### src/rtl/lanewr_pkg.sv
package lanewr_pkg;

   typedef enum logic [1:0] {
      WK_NONE   = 2'd0,
      WK_GLOBAL = 2'd1,
      WK_LANES  = 2'd2
   } wr_kind_e;

   function automatic logic chip_selected(input logic ce_n,
                                          input logic s_hi,
                                          input logic s_lo_n);
      return !ce_n && s_hi && !s_lo_n;
   endfunction

endpackage

### src/rtl/lanewr_decode.sv
module lanewr_decode
   import lanewr_pkg::*;
#(
   parameter int unsigned LANES = 4
) (
   input  logic             glob_wr_n,
   input  logic             gate_n,
   input  logic [LANES-1:0] sel_n,
   output logic [LANES-1:0] strb,
   output wr_kind_e         kind
);

   // whole-word write wins; lane selects only pass when the gate is open
   always_comb begin
      if (!glob_wr_n) begin
         strb = '1;
         kind = WK_GLOBAL;
      end else if (!gate_n && (~sel_n != '0)) begin
         strb = ~sel_n;
         kind = WK_LANES;
      end else begin
         strb = '0;
         kind = WK_NONE;
      end
   end

endmodule

### src/rtl/lanewr_ctrl.sv
module lanewr_ctrl #(
   parameter int unsigned LANES  = 4,
   parameter int unsigned ADDR_W = 4
) (
   input  logic              clk,
   input  logic              rst_n,
   input  logic              hold,
   input  logic              sel_now,
   input  logic [LANES-1:0]  strb,
   input  logic [ADDR_W-1:0] addr,
   output logic              sel_q,
   output logic [LANES-1:0]  wr_q,
   output logic [ADDR_W-1:0] addr_q
);

   always_ff @(posedge clk or negedge rst_n) begin
      if (!rst_n) begin
         sel_q  <= 1'b0;
         wr_q   <= '0;
         addr_q <= '0;
      end else if (!hold) begin
         sel_q  <= sel_now;
         wr_q   <= sel_now ? strb : '0;
         addr_q <= addr;
      end
   end

   // a pending write only exists in a selected cycle
   a_r9_no_write_unselected : assert property (@(posedge clk) disable iff (!rst_n)
      !sel_q |-> (wr_q == '0));

   // sleep freezes the captured state
   a_r10_sleep_holds : assert property (@(posedge clk) disable iff (!rst_n)
      hold |=> ($stable(sel_q) && $stable(wr_q) && $stable(addr_q)));

endmodule

### src/rtl/lanewr_store.sv
module lanewr_store #(
   parameter int unsigned LANES     = 4,
   parameter int unsigned LANE_BITS = 8,
   parameter int unsigned ADDR_W    = 4
) (
   input  logic                           clk,
   input  logic                           wr_ok,
   input  logic [LANES-1:0]               lane_we,
   input  logic [ADDR_W-1:0]              waddr,
   input  logic [LANES*(LANE_BITS+1)-1:0] wdata,
   output logic [LANES*(LANE_BITS+1)-1:0] rdata
);

   localparam int unsigned DEPTH = 1 << ADDR_W;
   localparam int unsigned DBITS = LANES * LANE_BITS;

   for (genvar l = 0; l < LANES; l++) begin : g_lane
      logic [LANE_BITS:0] mem [DEPTH];
      logic [LANE_BITS:0] rd_lane;

      always_ff @(posedge clk) begin
         if (wr_ok && lane_we[l])
            mem[waddr] <= {wdata[DBITS+l], wdata[l*LANE_BITS +: LANE_BITS]};
      end

      assign rd_lane                          = mem[waddr];
      assign rdata[l*LANE_BITS +: LANE_BITS]  = rd_lane[LANE_BITS-1:0];
      assign rdata[DBITS+l]                   = rd_lane[LANE_BITS];
   end

endmodule

### src/rtl/lanewr_port.sv
module lanewr_port
   import lanewr_pkg::*;
#(
   parameter int unsigned LANES     = 4,
   parameter int unsigned LANE_BITS = 8,
   parameter int unsigned ADDR_W    = 4,
   localparam int unsigned W        = LANES * (LANE_BITS + 1)
) (
   input  logic              clk,
   input  logic              rst_n,
   input  logic              sleep,
   input  logic              chip_en_n,
   input  logic              sel_hi,
   input  logic              sel_lo_n,
   input  logic [ADDR_W-1:0] addr,
   input  logic              glob_wr_n,
   input  logic              lane_wr_gate_n,
   input  logic [LANES-1:0]  lane_sel_n,
   input  logic [W-1:0]      wdata,
   input  logic              oe_n,
   output logic [W-1:0]      rdata,
   output logic              drive_en
);

   if (LANES < 1 || LANES > 16) begin : g_bad_lanes
      $error("lanewr_port: LANES out of range");
   end
   if (LANE_BITS < 1) begin : g_bad_bits
      $error("lanewr_port: LANE_BITS must be positive");
   end
   if (ADDR_W < 1 || ADDR_W > 10) begin : g_bad_addr
      $error("lanewr_port: ADDR_W out of range");
   end

   logic              sel_now;
   logic [LANES-1:0]  strb;
   wr_kind_e          kind;
   logic              sel_q;
   logic [LANES-1:0]  wr_q;
   logic [ADDR_W-1:0] addr_q;

   assign sel_now = chip_selected(chip_en_n, sel_hi, sel_lo_n);

   lanewr_decode #(.LANES(LANES)) i_decode (
      .glob_wr_n (glob_wr_n),
      .gate_n    (lane_wr_gate_n),
      .sel_n     (lane_sel_n),
      .strb      (strb),
      .kind      (kind)
   );

   lanewr_ctrl #(.LANES(LANES), .ADDR_W(ADDR_W)) i_ctrl (
      .clk     (clk),
      .rst_n   (rst_n),
      .hold    (sleep),
      .sel_now (sel_now),
      .strb    (strb),
      .addr    (addr),
      .sel_q   (sel_q),
      .wr_q    (wr_q),
      .addr_q  (addr_q)
   );

   lanewr_store #(.LANES(LANES), .LANE_BITS(LANE_BITS), .ADDR_W(ADDR_W)) i_store (
      .clk     (clk),
      .wr_ok   (sel_q && !sleep),
      .lane_we (wr_q),
      .waddr   (addr_q),
      .wdata   (wdata),
      .rdata   (rdata)
   );

   // flow-through drive qualifier, no register after the array
   assign drive_en = sel_q && !oe_n && (wr_q == '0);

   // global write marks every lane
   a_r2_global_all : assert property (@(posedge clk) disable iff (!rst_n)
      (!sleep && sel_now && kind == WK_GLOBAL) |=> (wr_q == '1));

   // closed gate without global write marks nothing
   a_r4_gate_blocks : assert property (@(posedge clk) disable iff (!rst_n)
      (!sleep && glob_wr_n && lane_wr_gate_n) |=> (wr_q == '0));

   // pending write keeps the bus undriven
   a_r6_write_off : assert property (@(posedge clk) disable iff (!rst_n)
      (wr_q != '0) |-> !drive_en);

   // deselected cycle never drives
   a_r1_desel_off : assert property (@(posedge clk) disable iff (!rst_n)
      !sel_q |-> !drive_en);

   // output enable high never drives
   a_r8_oe_off : assert property (@(posedge clk) disable iff (!rst_n)
      oe_n |-> !drive_en);

endmodule

### config.mk
export PLATFORM = sky130hd
export DESIGN_NAME = lanewr_port
export DESIGN_NICKNAME = d
export VERILOG_FILES = /design/src/rtl/lanewr_pkg.sv /design/src/rtl/lanewr_decode.sv /design/src/rtl/lanewr_ctrl.sv /design/src/rtl/lanewr_store.sv /design/src/rtl/lanewr_port.sv
export SDC_FILE = /design/constraint.sdc
export NUM_CORES = 1
export LEC_CHECK = 0
export ABC_AREA = 1
export BUFFER_PORTS_ARGS = -buffer_cell sky130_fd_sc_hd__buf_2
export CORE_MARGIN = 5
export CORE_UTILIZATION = 41
export CTS_BUF_LIST = sky130_fd_sc_hd__clkbuf_4 sky130_fd_sc_hd__clkbuf_8
export DETAILED_ROUTE_END_ITERATION = 10
export PLACE_DENSITY = 0.56
export SYNTH_ARGS = -nofsm -noshare
export SYNTH_HDL_FRONTEND = slang
export SYNTH_SLANG_ARGS = --single-unit
### constraint.sdc
create_clock -name clk -period 2.6 [get_ports clk]
set_input_delay 0.39 -clock clk [delete_from_list [all_inputs] [get_ports clk]]
set_output_delay 0.39 -clock clk [all_outputs]
set_load 0.05 [all_outputs]
# [After elaboration in Yosys (flattened, before gate mapping)]
# Memory sizes are Yosys's and may differ from the RTL's.
# Index checks and enable logic that the tools add are counted.
[word_totals] in_bits=53 regBits=9 elab_cells=36 out_inout_bits=37 ramBits=576 n_memories=4
[mem_list] memory="i_store.g_lane[0].mem" words=16 word_bits=9 read_ports=1 rd_clocked_by_memory_dff=0 wr=1 line="lanewr_store.sv:18" text="logic [LANE_BITS:0] mem [DEPTH];"
[mem_list] memory="i_store.g_lane[1].mem" words=16 word_bits=9 read_ports=1 rd_clocked_by_memory_dff=0 wr=1 line="lanewr_store.sv:18"
[mem_list] memory="i_store.g_lane[2].mem" words=16 word_bits=9 read_ports=1 rd_clocked_by_memory_dff=0 wr=1 line="lanewr_store.sv:18"
[mem_list] memory="i_store.g_lane[3].mem" words=16 word_bits=9 read_ports=1 rd_clocked_by_memory_dff=0 wr=1 line="lanewr_store.sv:18"
[op_classes] n_mux=11 bitwise=1 reduce_logical=17
[ops] cell="4-bit 2-to-1 mux" count=3
[ops] cell="1-bit logical AND" count=10
[ops] cell="1-bit 2-to-1 mux" count=8
[ops] cell="1-bit zero test" count=5
[ops] cell="4-bit zero test" count=1
[ops] cell="4-bit NOT" count=1
[ops] cell="4-bit nonzero test" count=1

# [Longest topological paths before layout]
[depth] depth_word=6 ltp_mapped=12

# [Modules after synthesis]
# Synthesis repeated with hierarchy kept, for this count alone.
[hier_totals] hier_cells=2467 hier_area_um2=24872.6
[modules_own_cells] mod="lanewr_store" seq_area_each_um2=17296.6 cells_each=2409 n_inst=1 area_each_um2=24439.7
[modules_own_cells] mod="lanewr_ctrl" seq_area_each_um2=225.2 cells_each=38 n_inst=1 area_each_um2=346.6
[modules_own_cells] mod="lanewr_decode" seq_area_each_um2=0.0 cells_each=11 n_inst=1 area_each_um2=46.3
[modules_own_cells] mod="lanewr_port" seq_area_each_um2=0.0 cells_each=9 n_inst=1 area_each_um2=40.0

# [Worst setup path after synthesis]
# No wires, ideal clock.
[synth_path] path_type="reg-to-output" start="reg i_ctrl.addr_q[1]" end="out rdata[30]" slack_ns=0.641 t_arrival_ns=1.569 required_ns=2.210 n_path_buf=2 stages_incl_launch_ff=10 cell_sequence="dfrtp_1 > inv_1 > clkbuf_1 > clkbuf_1 > nand2_1 > nand2_1 > nand2_1 > nand2_1 > inv_1 > nand2_1"
[synth_between] elab_chain_len=1
[synth_rtl] element="start: declaration" line="lanewr_ctrl.sv:13" text="output logic [ADDR_W-1:0] addr_q"
[synth_rtl] element="start signal: assignment" line="lanewr_ctrl.sv:24" text="addr_q <= addr;"
[synth_rtl] element="memory read 16 x 9 bit"
[synth_rtl] element="end: declaration" line="lanewr_port.sv:21" text="output logic [W-1:0] rdata,"
# No other way between the ends.

# [Final worst setup path]
[layout_path] start="reg i_ctrl.addr_q[0]" end="out rdata[20]"
# The elaborated chain is that of the path after synthesis.

==> run_results.csv <==
group,metric,value,unit
power,max-vdd-ir-drop,0.339,mV
detailed_routing,met3_length,4020,µm
cts,clk_path_buf_depth,3,
sta,whs,53.9,ps
worst_setup_path,worstSetupEndpointType,"output port",
synth,synth_seq_cells,585,
synth,netlist_area,24600,µm²
cts,tritoncts,"yes",
die,die_h,255,µm
sta,fin_crit_sh,1.08,
synth,yosysSeqAreaShare,0.711,
sta,slew_headroom,0.524,
power,internal-power,15.7,mW
detailed_routing,dr_wl_met2,34000,µm
sta,hold_viol,0,
synth,ys.warnings.count,0,
sta,fin_ws,-209,ps
die,dieWidth,255,µm
worst_setup_path,crit_arrival,2420,ps
sta,tightest_slew,712,ps
cts,clockRootBuffer,"clkbuf_8",
placed_design,dpl.hpwl,33700,µm
placed_design,portBuffers,89,
die,die-area,65100,µm²
cts,cts.sinks,585,
cts,cts-buffers-inserted,96,
worst_setup_path,start_kind,"flip-flop",
worst_setup_path,crit_type,"reg -> out",
placed_design,globalplace.congestion,0.780,
power,p_leak,12.9,nW
layout,insertedDiodeCount,0,
layout,fillers,5277,
cts,clock_latency,670,ps
outcome,status,"finished, violations left",
sta,fin_skew,25.8,ps
grt,grt_pass1_wl,101000,µm
placed_design,dpl_cell_area,26500,µm²
die,rows,89,
power,power_frac_seq,0.489,
power,powerDensity,695,nW/µm²
sta,drv_slew,0,
power,clock_power_share,0.361,
layout,fin_area,30600,µm²
layout,regArea,17500,µm²
detailed_routing,postRouteAntennaNets,0,
power,p_comb_frac,0.151,
detailed_routing,m1WireLength,29600,µm
cts,htree_num_levels,3,
layout,multiInputGateArea,6590,µm²
grt,track_usage,0.206,
die,core_area,59200,µm²
die,start_util,0.416,
die,io_pins,90,
worst_setup_path,required,2210,ps
sta,setup-tns-final,-4780,ps
power,swShare,0.263,
grt,grt_pass1_vias,16700,
synth,syn_area_per_cell,10.0,µm²
grt,grt_overflow_total,0,
min_path,min_path_type,"in -> reg",
sta,finalWorstPathRequiredPeriod,2810,ps
detailed_routing,topRoutingLayerUsed,"met5",
layout,drive_above_1_share,0.189,
synth,synthCells,2452,
detailed_routing,firstDrtPassIters,6,
cts,clk_pin_slew_worst_paths,60,ps
detailed_routing,drt-initial-drc-count,1431,
detailed_routing,drt-total-wl,69400,µm
placed_design,pre_cts_ws,309,ps
grt,antenna_found_initial,1,
layout,syn2layout_area_growth,24.1,%
detailed_routing,viasPerCell,4.90,
sta,fmax,0.356,GHz
sta,finalSetupViolations,36,
job,cap_violations,0,
power,p_sw,5.60,mW
synth,ys_types,17,
layout,final_net_count,2735,
worst_setup_path,crit_fanout,8,
outcome,violations,"negative setup slack",
grt,grt_max_degree,51,
detailed_routing,drcViolationCount,0,
detailed_routing,wire_per_inst,19.7,µm
sta,rsz0062_at_grt,"true",
detailed_routing,vias,17300,
synth,synth_nets,2505,
-- critical path: stages, from the launching register on --
cell and delay [ps]:
dfrtp_4 520, buf_16 200, buf_8 160, clkinv_8 90, clkbuf_16 160, nand2_4 40, nand2_2 50, nand2_1 40
nand2_1 60, nand2_1 40, nand2_1 80, inv_1 50, nand2_1 70, buf_6 160
-- metrics by stage --
stage / util / std cells / power, mW
2_1_floorplan: - / 2452 / 12.1
6_report: 0.516 / 3526 / 21.3
5_1_grt: 0.516 / 3526 / 22.1
4_1_cts: 0.504 / 3508 / 21.2
3_5_place_dp: 0.448 / 3290 / 12.8
3_3_place_gp: 0.448 / 3290 / 12.8
-- final timing paths --
path | end | slack (ps) | cells after the start | start
worst min-delay path | i_ctrl.wr_q[1] | 50 | 4 | lane_sel_n[1]
worst max register to register | i_store.g_lane[3].mem[10][4] | 350 | 7 | i_ctrl.addr_q[0]
max in group asynchronous | i_ctrl.addr_q[0] | 2240 | 2 | rst_n
min in group asynchronous | i_ctrl.wr_q[0] | 120 | 2 | rst_n
worst max-delay path | rdata[20] | -210 | 13 | i_ctrl.addr_q[0]
worst min register to register | i_ctrl.wr_q[1] | 560 | 2 | i_ctrl.wr_q[1]
-- kinds of logic (layout without fill, tap and decap cells) --
logic type / Yosys count / in the layout / synth area share
and+or+nand+nor: 1656 / 1656 / 0.253
buffers and inverters: 202 / 503 / 0.0338
DFF: 585 / 585 / 0.711
AOI/OAI and AO/OA: 9 / 9 / 0.00203
-- placed cells by master, fill, tap and decap left out, drive strengths merged --
master       count
inv             84
clkinv          36
nand2         1570
nand3            5
clkbuf         152
dlygate4sd3      6
o21ai            5
dfrtp            9
clkinvlp         3
o22ai            4
edfxtp         576
bufinv           1
nor2            79
nand4            1
buf            221
nor3             1
-- registers in the layout (all words and copies together) (netlist names) --
register	flops
i_ctrl.addr_q	4
i_ctrl.wr_q	4
i_ctrl.sel_q	1
i_store.g_lane.mem	576
-- cell usage after synthesis, drive strengths merged --
cell type,count,area share
clkinv,1,0.00015
inv,84,0.013
edfxtp,576,0.70
clkbuf,42,0.0064
o22ai,4,0.0010
nand4,1,0.00025
nand3,5,0.0010
dfrtp,9,0.0091
nor2,79,0.012
nand2,1570,0.24
o21ai,5,0.0010
buf,75,0.014
nor3,1,0.00020
-- what timing repair did --
action,in CTS,in global routing
setup endpoints to repair,36,36
setup buffers,14,0
gates cloned,29,19
pin swaps,14,48
hold endpoints to repair,14,0
hold buffers,6,0
resized for setup,185,113
-- layout make-up --
cell class | count | share of cell area
clock buffers | 134 | 0.0532
clock inverters | 35 | 0.00593
inverters | 85 | 0.0118
multi-input cells | 1665 | 0.215
flip-flops and latches | 585 | 0.573
well taps | 773 | 0.0316
repair buffers | 245 | 0.105
repair inverters | 4 | 0.00348
-- routing by layer --
| metal | up-vias | track usage |
|---|---|---|
| li1 | 8335 | - |
| met1 | 8269 | 0.275 |
| met2 | 541 | 0.348 |
| met3 | 120 | 0.0335 |
| met4 | 2 | 0.0662 |
| met5 | - | 0 |
-- power by group through the flow --
stage	Sequential, mW	Clock (mW)	Combinational [mW]
final	10.4	7.66	3.20
after global routing	10.4	8.29	3.45
after CTS	10.4	7.83	2.96
after detailed placement	10.6	0	2.26
after global placement	10.6	0	2.24
after floorplan	10.6	0	1.48
Power figures use the tool's default switching activity.
